### src/rtl/div_chain_pkg.sv
package div_chain_pkg;

    typedef enum logic [1:0] {
        NSEL_DIV2 = 2'b00,
        NSEL_DIV4 = 2'b01,
        NSEL_DIV8 = 2'b10,
        NSEL_DIV1 = 2'b11
    } nsel_e;

    typedef enum logic [2:0] {
        TSEL_SHIFT   = 3'b000,
        TSEL_ONE     = 3'b001,
        TSEL_REF     = 3'b010,
        TSEL_FB      = 3'b011,
        TSEL_OUT     = 3'b100,
        TSEL_ZERO    = 3'b101,
        TSEL_SCLK_FB = 3'b110,
        TSEL_OUT_Q   = 3'b111
    } tsel_e;

    localparam int NCNT_W = 3;

    // terminal count (ratio minus one) for an output ratio code
    function automatic logic [NCNT_W-1:0] n_terminal(input logic [1:0] code);
        logic [NCNT_W-1:0] t;
        case (nsel_e'(code))
            NSEL_DIV2: t = NCNT_W'(1);
            NSEL_DIV4: t = NCNT_W'(3);
            NSEL_DIV8: t = NCNT_W'(7);
            default:   t = NCNT_W'(0);
        endcase
        return t;
    endfunction

endpackage

### src/rtl/div_toggle_stage.sv
module div_toggle_stage #(
    parameter int CW = 4
) (
    input  logic          clk,
    input  logic          rst_n,
    input  logic          restart,
    input  logic          src_pulse,
    input  logic [CW-1:0] term,
    output logic          level,
    output logic          wrap
);

    typedef struct packed {
        logic [CW-1:0] cnt;
        logic          lvl;
    } stage_t;

    stage_t st_d, st_q;
    logic   wrap_d;

    always_comb begin
        st_d   = st_q;
        wrap_d = 1'b0;
        if (restart) begin
            st_d.cnt = '0;
        end else if (src_pulse) begin
            if (st_q.cnt == term) begin
                st_d.cnt = '0;
                st_d.lvl = ~st_q.lvl;
                wrap_d   = 1'b1;
            end else begin
                st_d.cnt = st_q.cnt + 1'b1;
            end
        end
    end

    always_ff @(posedge clk or negedge rst_n) begin
        if (!rst_n) st_q <= '0;
        else        st_q <= st_d;
    end

    assign level = st_q.lvl;
    assign wrap  = wrap_d;

endmodule

### src/rtl/div_test_sel.sv
module div_test_sel
    import div_chain_pkg::*;
(
    input  logic [2:0] sel,
    input  logic       shift_bit,
    input  logic       ref_lvl,
    input  logic       fb_lvl,
    input  logic       out_pin,
    input  logic       out_q_lvl,
    output logic       tst
);

    always_comb begin
        case (tsel_e'(sel))
            TSEL_SHIFT:   tst = shift_bit;
            TSEL_ONE:     tst = 1'b1;
            TSEL_REF:     tst = ref_lvl;
            TSEL_FB:      tst = fb_lvl;
            TSEL_OUT:     tst = out_pin;
            TSEL_ZERO:    tst = 1'b0;
            TSEL_SCLK_FB: tst = fb_lvl;
            default:      tst = out_q_lvl;
        endcase
    end

endmodule

### src/rtl/synth_div_chain.sv
module synth_div_chain
    import div_chain_pkg::*;
#(
    parameter int M_WIDTH          = 9,
    parameter int REF_RATIO        = 16,
    parameter int OUT_TEST_RATIO   = 4
) (
    input  logic               clk,
    input  logic               rst_n,
    input  logic               ref_pulse,
    input  logic               vco_pulse,
    input  logic               sclk_pulse,
    input  logic [M_WIDTH-1:0] m_val,
    input  logic [1:0]         n_code,
    input  logic [2:0]         test_sel,
    input  logic               shift_out,
    input  logic               out_en,
    output logic               ref_div_clk,
    output logic               fb_clk,
    output logic               out_clk,
    output logic               test_out
);

    localparam int REF_CW = $clog2(REF_RATIO);
    localparam int Q4_CW  = $clog2(OUT_TEST_RATIO);
    localparam logic [REF_CW-1:0] REF_TERM = REF_CW'(REF_RATIO - 1);
    localparam logic [Q4_CW-1:0]  Q4_TERM  = Q4_CW'(OUT_TEST_RATIO - 1);

    typedef struct packed {
        logic [M_WIDTH-1:0] m;
        logic [1:0]         n;
        logic               sclk_src;
    } cfg_t;

    cfg_t cfg_d, cfg_q;

    logic src_sel;
    logic div_pulse;
    logic m_restart;
    logic n_restart;
    logic m_wrap;
    logic n_wrap;
    logic out_lvl;
    logic out_q_lvl;
    logic ref_wrap_unused;
    logic fb_wrap_unused;
    logic q4_wrap_unused;

    assign src_sel   = (tsel_e'(test_sel) == TSEL_SCLK_FB);
    assign div_pulse = src_sel ? sclk_pulse : vco_pulse;
    assign m_restart = (m_val != cfg_q.m)  || (src_sel != cfg_q.sclk_src);
    assign n_restart = (n_code != cfg_q.n) || (src_sel != cfg_q.sclk_src);

    always_comb begin
        cfg_d          = cfg_q;
        cfg_d.m        = m_val;
        cfg_d.n        = n_code;
        cfg_d.sclk_src = src_sel;
    end

    always_ff @(posedge clk or negedge rst_n) begin
        if (!rst_n) begin
            cfg_q.m        <= '1;
            cfg_q.n        <= 2'b11;
            cfg_q.sclk_src <= 1'b0;
        end else begin
            cfg_q <= cfg_d;
        end
    end

    // reference path: fixed ratio
    div_toggle_stage #(.CW(REF_CW)) u_ref (
        .clk(clk), .rst_n(rst_n), .restart(1'b0), .src_pulse(ref_pulse),
        .term(REF_TERM), .level(ref_div_clk), .wrap(ref_wrap_unused)
    );

    // feedback path: divide by M (terminal pulse), then by two
    div_toggle_stage #(.CW(M_WIDTH)) u_mdiv (
        .clk(clk), .rst_n(rst_n), .restart(m_restart), .src_pulse(div_pulse),
        .term(m_val - 1'b1), .level(), .wrap(m_wrap)
    );

    div_toggle_stage #(.CW(1)) u_fbhalf (
        .clk(clk), .rst_n(rst_n), .restart(m_restart), .src_pulse(m_wrap),
        .term(1'b1), .level(fb_clk), .wrap(fb_wrap_unused)
    );

    // output path: coded ratio, then the observation divider behind it
    div_toggle_stage #(.CW(NCNT_W)) u_ndiv (
        .clk(clk), .rst_n(rst_n), .restart(n_restart), .src_pulse(div_pulse),
        .term(n_terminal(n_code)), .level(out_lvl), .wrap(n_wrap)
    );

    div_toggle_stage #(.CW(Q4_CW)) u_outq (
        .clk(clk), .rst_n(rst_n), .restart(n_restart), .src_pulse(n_wrap),
        .term(Q4_TERM), .level(out_q_lvl), .wrap(q4_wrap_unused)
    );

    assign out_clk = out_en & out_lvl;

    div_test_sel u_tsel (
        .sel(test_sel), .shift_bit(shift_out), .ref_lvl(ref_div_clk),
        .fb_lvl(fb_clk), .out_pin(out_clk), .out_q_lvl(out_q_lvl), .tst(test_out)
    );

endmodule

### config.mk
export PLATFORM = sky130hd
export DESIGN_NAME = synth_div_chain
export DESIGN_NICKNAME = d
export VERILOG_FILES = /design/src/rtl/div_chain_pkg.sv /design/src/rtl/div_toggle_stage.sv /design/src/rtl/div_test_sel.sv /design/src/rtl/synth_div_chain.sv
export SDC_FILE = /design/constraint.sdc
export NUM_CORES = 1
export LEC_CHECK = 0
export ABC_AREA = 1
export BUFFER_PORTS_ARGS = -buffer_cell sky130_fd_sc_hd__buf_2
export CAP_MARGIN = 20
export CELL_PAD_IN_SITES_DETAIL_PLACEMENT = 1
export CELL_PAD_IN_SITES_GLOBAL_PLACEMENT = 1
export CORE_UTILIZATION = 35
export CTS_CLUSTER_SIZE = 20
export DETAILED_ROUTE_END_ITERATION = 10
export HOLD_SLACK_MARGIN = 0.12
export PLACE_DENSITY = 0.67
export SLEW_MARGIN = 40
export SYNTH_ARGS = -nofsm -noshare
export SYNTH_HDL_FRONTEND = slang
export SYNTH_SLANG_ARGS = --single-unit
### constraint.sdc
create_clock -name clk -period 1.4 [get_ports clk]
set_clock_uncertainty 0.05 [all_clocks]
set_input_delay 0.21 -clock clk [delete_from_list [all_inputs] [get_ports clk]]
set_output_delay 0.21 -clock clk [all_outputs]
set_load 0.05 [all_outputs]
* Yosys cells after proc, flatten, opt, wreduce, memory -nomap -nowiden
Index checks and enable logic that the tools add are counted.
Word-level totals: register bits 36, input port bits 21, output and inout bits 4, word-level logic and storage cells 82
Operators by class: add/subtract/negate cells 6, eq/ne operators 15, mux-type cells 26, bitwise gates (word level) 8, reductions and logical operators 14
Operators with widths (count):
- $mux 9 | 2
- $mux 1 | 13
- $reduce_and 3->1 | 4
- $mux 10 | 1
- $add 9x1->9 const B | 1
- $eq 3x3->1 const B | 3
- $eq 9x9->1 | 1
- $mux 3 | 3
- $ne 9x9->1 | 1
- $pmux 3 s3 | 1
- $sub 9x1->9 const B | 1
- $mux 4 | 2
- $reduce_bool 2->1 | 4
- $not 1->1 | 7
- $eq 3x2->1 const B | 2
- $mux 2 | 3
- $pmux 1 s6 | 1
- $add 4x1->4 const B | 1
- $eq 2x2->1 const B | 2
- $eq 4x4->1 const B | 1
- $add 3x1->3 const B | 1
- $eq 3x1->1 const B | 1
- $eq 3x3->1 | 1
- $logic_not 3->1 | 1
- 10 further kinds | 11

* Longest topological paths before layout
depth in word-level cells 8, depth in mapped cells 14, depth with buffers taken out 14

* Modules after synthesis
From an unflattened synthesis, not the netlist that was laid out.
Second synthesis, totals: cells, all modules 365, area total of the unflattened synthesis 2558.7 um2
Modules (own cells, without submodules):
- synth_div_chain | instances 1, cells each 104, area an instance 792.0 um2, seq. area each 314.1 um2
- div_toggle_stage at u_mdiv | instances 1, cells each 101, area an instance 724.4 um2, seq. area each 250.2 um2
- div_toggle_stage at u_ref | instances 1, cells each 53, area an instance 341.6 um2, seq. area each 125.1 um2
- div_toggle_stage at u_ndiv | instances 1, cells each 45, area an instance 295.3 um2, seq. area each 100.1 um2
- div_toggle_stage at u_outq | instances 1, cells each 30, area an instance 219.0 um2, seq. area each 75.1 um2
- div_toggle_stage at u_fbhalf | instances 1, cells each 16, area an instance 116.4 um2, seq. area each 50.0 um2
- div_test_sel | instances 1, cells each 16, area an instance 70.1 um2, seq. area each 0.0 um2

* Least setup slack after synthesis
OpenSTA, ideal clock, no wires.
path type register to output, start register u_fbhalf.st_q, in the netlist u_fbhalf.level, end output port test_out, arrival 2.125 ns, required time 1.140 ns, slack -0.985 ns, cell stages (with the launch flop) 4, path buffers 0, path through dfrtp_1 > inv_1 > o221a_2 > o21ai_0
Between the ends: word-level cells in the longest chain between the ends 1
Ends and longest elaborated chain:
- from (decl) | RTL line div_toggle_stage.sv:18 | stage_t st_d, st_q;
- from (signal assigned) | RTL line div_toggle_stage.sv:39 | else st_q <= st_d;
- $pmux 1 s6 | RTL line div_test_sel.sv:14 | case (tsel_e'(sel))
- to (decl) | RTL line synth_div_chain.sv:21 | output logic test_out
No other way between the ends.

* Worst setup path after layout
start register cfg_q[6] (netlist bit), end register u_mdiv.st_q[9] (netlist bit)
Between the ends: word-level cells in the longest chain between the ends 3, elaborated cells on any way between the ends 4, classes of those cells eq/ne (1); mux (1); reduce/logical (2)
Ends and longest elaborated chain:
- from (decl) | RTL line synth_div_chain.sv:35 | cfg_t cfg_d, cfg_q;
- from (signal assigned) | RTL line synth_div_chain.sv:67 | cfg_q <= cfg_d;
- $ne 9x9->1 * | RTL line synth_div_chain.sv:51 | assign m_restart = (m_val != cfg_q.m) || (src_sel != cfg_q.sclk_src);
- $logic_or 1x1->1 * | RTL line synth_div_chain.sv:51
- $mux 9 / $reduce_bool 2->1 (equally long branches)
- to (signal assigned) | RTL line div_toggle_stage.sv:39
- to (decl) | RTL line div_toggle_stage.sv:18
Every way passes the cells marked *; elsewhere a longest branch is shown, timed or not. A chain may end at the register's enable or synchronous reset.

==> flow_summary.yaml <==
yosys:
  ys_warn_count: 0
  yosysTopAreaCell: "dfrtp_1"
  ys_seq_area_share_pct: 37.4
  synth_top_area_share_pct: 25.2
  synth_area_leaders: "dfrtp_1 25%, nand2_1 15%, dfstp_2 12%"
  ys_ff_latch: 35
  avgSynthCellArea_sq_um: 7.66
  synth_cell_types: 35
  syn_area_sq_um: 2380
  syn-num-nets: 339
  syn_inst: 311
floorplanning:
  die_w_um: 84.5
  core_area_sq_um: 6460
  core.rowCount: 29
  io_pins: 25
  die_y_um: 84.5
  die_area_sq_um: 7140
  initial_core_util_pct: 36.9
timing:
  worst_slew_pin_slew_ns: 0.284
  finalWorstSetupSlack_ns: -0.209
  slew_headroom_pct: 81.0
  fin_crit_ns: 1.61
  setup_violations: 12
  drv_slew: 0
  max_freq_mhz: 622
  period_share_pct: 115
  hold_ws_ns: 0.126
  hold_viol_final: 0
  rsz0062_at_grt: "true"
status:
  violations: "DRC, setup timing"
  status: "finished with violations"
clocking:
  clk_pin_slew_ns: 0.09
  tritoncts: "done"
  cts_buffers: 5
  cts_root_buf: "clkbuf_8"
  clock_latency_ns: 0.30
  clock_path_buffers: 2
  cts.sink_count: 35
  ctsHtreeMaxLevel: 2
critical_path:
  crit_arrival_ns: 1.79
  crit_type: "reg2reg"
  cp-end-kind: "flip-flop"
  critPathLaunchType: "flip-flop"
  r2r_cells: 10
  regToRegSetupSlack_ns: -0.21
  rr_startpoint: "cfg_q[6]"
  path_max_fanout: 8
  rr_endpoint: "u_mdiv.st_q[9]"
  required_ns: 1.58
placed_design:
  portBuffers: 24
  placed_area_sq_um: 2920
  dp_hpwl_um: 4850
  pre_cts_ws_ns: -0.415
  gp_congestion: 0.750
finish:
  drive_gt1_share_pct: 41.5
  areaGrowthSynthToFinish_pct: 39.8
  final_cell_area_sq_um: 3330
  fill_cells: 824
  n_antenna_cell: 0
  fin_nets: 427
global_route:
  met3_usage_pct: 3.83
  met1_usage_pct: 23.9
  grt_antenna_before_repair: 0
  grt_first_pass_wirelength_um: 10900
  grt_pass1_vias: 2361
  track_usage_pct: 19.7
  grt_use_met2_pct: 35.2
  grt_max_degree: 36
  top_usage_layer: "met2"
  grt_remaining_overflow: 0
worst_hold_path:
  worstHoldStart: "ref_pulse"
  hold_path_end: "u_ref.st_q[2]"
  whs_path_depth: 3
  hp-class: "in2reg"
route:
  firstDrtPassIters: 7
  ant_nets: 0
  viasPerCell: 4.71
  drc: 2
  via_count: 2245
  post_drt_wl_per_cell_um: 13.4
  dr.first_iter.drc_count: 41
  drt-total-wl_um: 6390
power_and_ir_drop:
  power.leakage_nw: 1.67
  peakVddDrop_uv: 690
  power_density_nw_per_um2: 877
job:
  max-cap-violations: 0
stage by stage:
step	power (mW)	utilization [%]	setup TNS, ns	std cells
after floorplan	1.60	-	-2.20	311
after global placement	1.86	45.2	-4.60	448
after detailed placement	1.89	45.2	-5.30	448
after CTS	2.92	50.0	-2.24	473
after global routing	3.08	51.5	-3.74	477
final	2.92	51.5	-2.18	477
worst max path at each step:
| stage | endpoint | start | slack [ns] | cells after the start |
|---|---|---|---|---|
| finish | u_mdiv.st_q[9] | cfg_q[6] | -0.21 | 10 |
| global route | u_fbhalf.level | cfg_q[8] | -0.34 | 12 |
| CTS | test_out | u_fbhalf.level | -0.20 | 4 |
| detailed placement | u_fbhalf.st_q[1] | m_val[0] | -0.42 | 14 |
| global placement | u_mdiv.st_q[3] | m_val[0] | -0.38 | 14 |
| floorplan | u_fbhalf.st_q[1] | m_val[0] | -0.21 | 13 |
power by group:
group          leakage, nW  internal (mW)  total, mW  switching, mW
clock network       0.0587          0.540      0.973          0.433
logic                 1.18          0.318      0.751          0.433
registers            0.431           1.12       1.19         0.0734
registers in the layout (all words and copies together), names as in the netlist:
register,flops
u_fbhalf.level,1
u_ref.level,1
u_fbhalf.st_q,1
u_mdiv.st_q,9
u_outq.level,1
u_ndiv.st_q,3
u_outq.st_q,2
u_ndiv.level,1
u_ref.st_q,4
cfg_q,12
what timing repair did:
item,in CTS,in global routing
pin swaps,11,13
hold buffers,9,0
cloned,1,0
hold endpoints to repair,43,0
endpoints found under the setup margin,18,18
gates resized for setup,15,17
buffers inserted,7,4
cell families (layout without fill, tap and decap cells):
kind of cell | after synthesis | count (layout) | share of synthesized area (%)
xor+xnor | 23 | 23 | 8.46
buf+inv | 53 | 141 | 8.62
fa+ha+maj | 7 | 7 | 3.68
flops | 35 | 35 | 37.4
simple gates | 170 | 171 | 34.6
compound gates | 23 | 23 | 7.30
layout make-up:
cell class | instances | area, sq um | area share, %
multi-input combinational | 224 | 1420 | 42.7
timing repair buffer | 83 | 604 | 18.2
clock buffer | 5 | 68.8 | 2.07
clock inverter | 3 | 47.5 | 1.43
tap | 77 | 96.3 | 2.89
inverter | 50 | 196 | 5.90
sequential | 35 | 892 | 26.8
critical path, cell delays in order (launching register included):
cell and delay (ns):
dfstp_2 0.54, inv_2 0.03, nand2_1 0.04, nand2_1 0.05
nor2_1 0.10, nand2_1 0.07, nor2_2 0.12, nand2_4 0.13
nor2_8 0.18, nand2_8 0.09, o21ai_2 0.14
cells in the final DEF (no fill, tap or decap), types with 3 or more instances in the layout:
master and count:
buf_4 49, inv_1 34, dfstp_2 11, nor2_2 12, xnor2_1 9, nand2_1 91
nand3_1 21, dlygate4sd3_1 9, xor2_2 3, buf_2 23, inv_2 13, nor2_4 4
o21ai_0 5, clkbuf_8 5, ha_1 6, o21ai_2 8, nor2_1 16, nand3_2 5
dfrtp_1 22, nand4_1 4, xor2_1 10, nand2_2 8
Yosys cell counts, drive strengths merged:
master	count
or2	2
buf	1
clkbuf	2
dfstp	11
o221a	1
nor2	32
nor3	2
nand2	102
inv	50
a22o	1
nand4	4
xnor2	10
a22oi	1
nand3b	1
xor2	13
o21ai	17
o31ai	2
ha	7
a21oi	1
dfrtp	24
nand3	27
per-layer routing:
layer / up-vias / part of all wire [%]
met1: 1073 / 46
li1: 1138 / -
met3: 9 / 2.5
met4: 0 / 1.7
met5: - / 0
met2: 25 / 50
(Power assumes the default switching activity.)
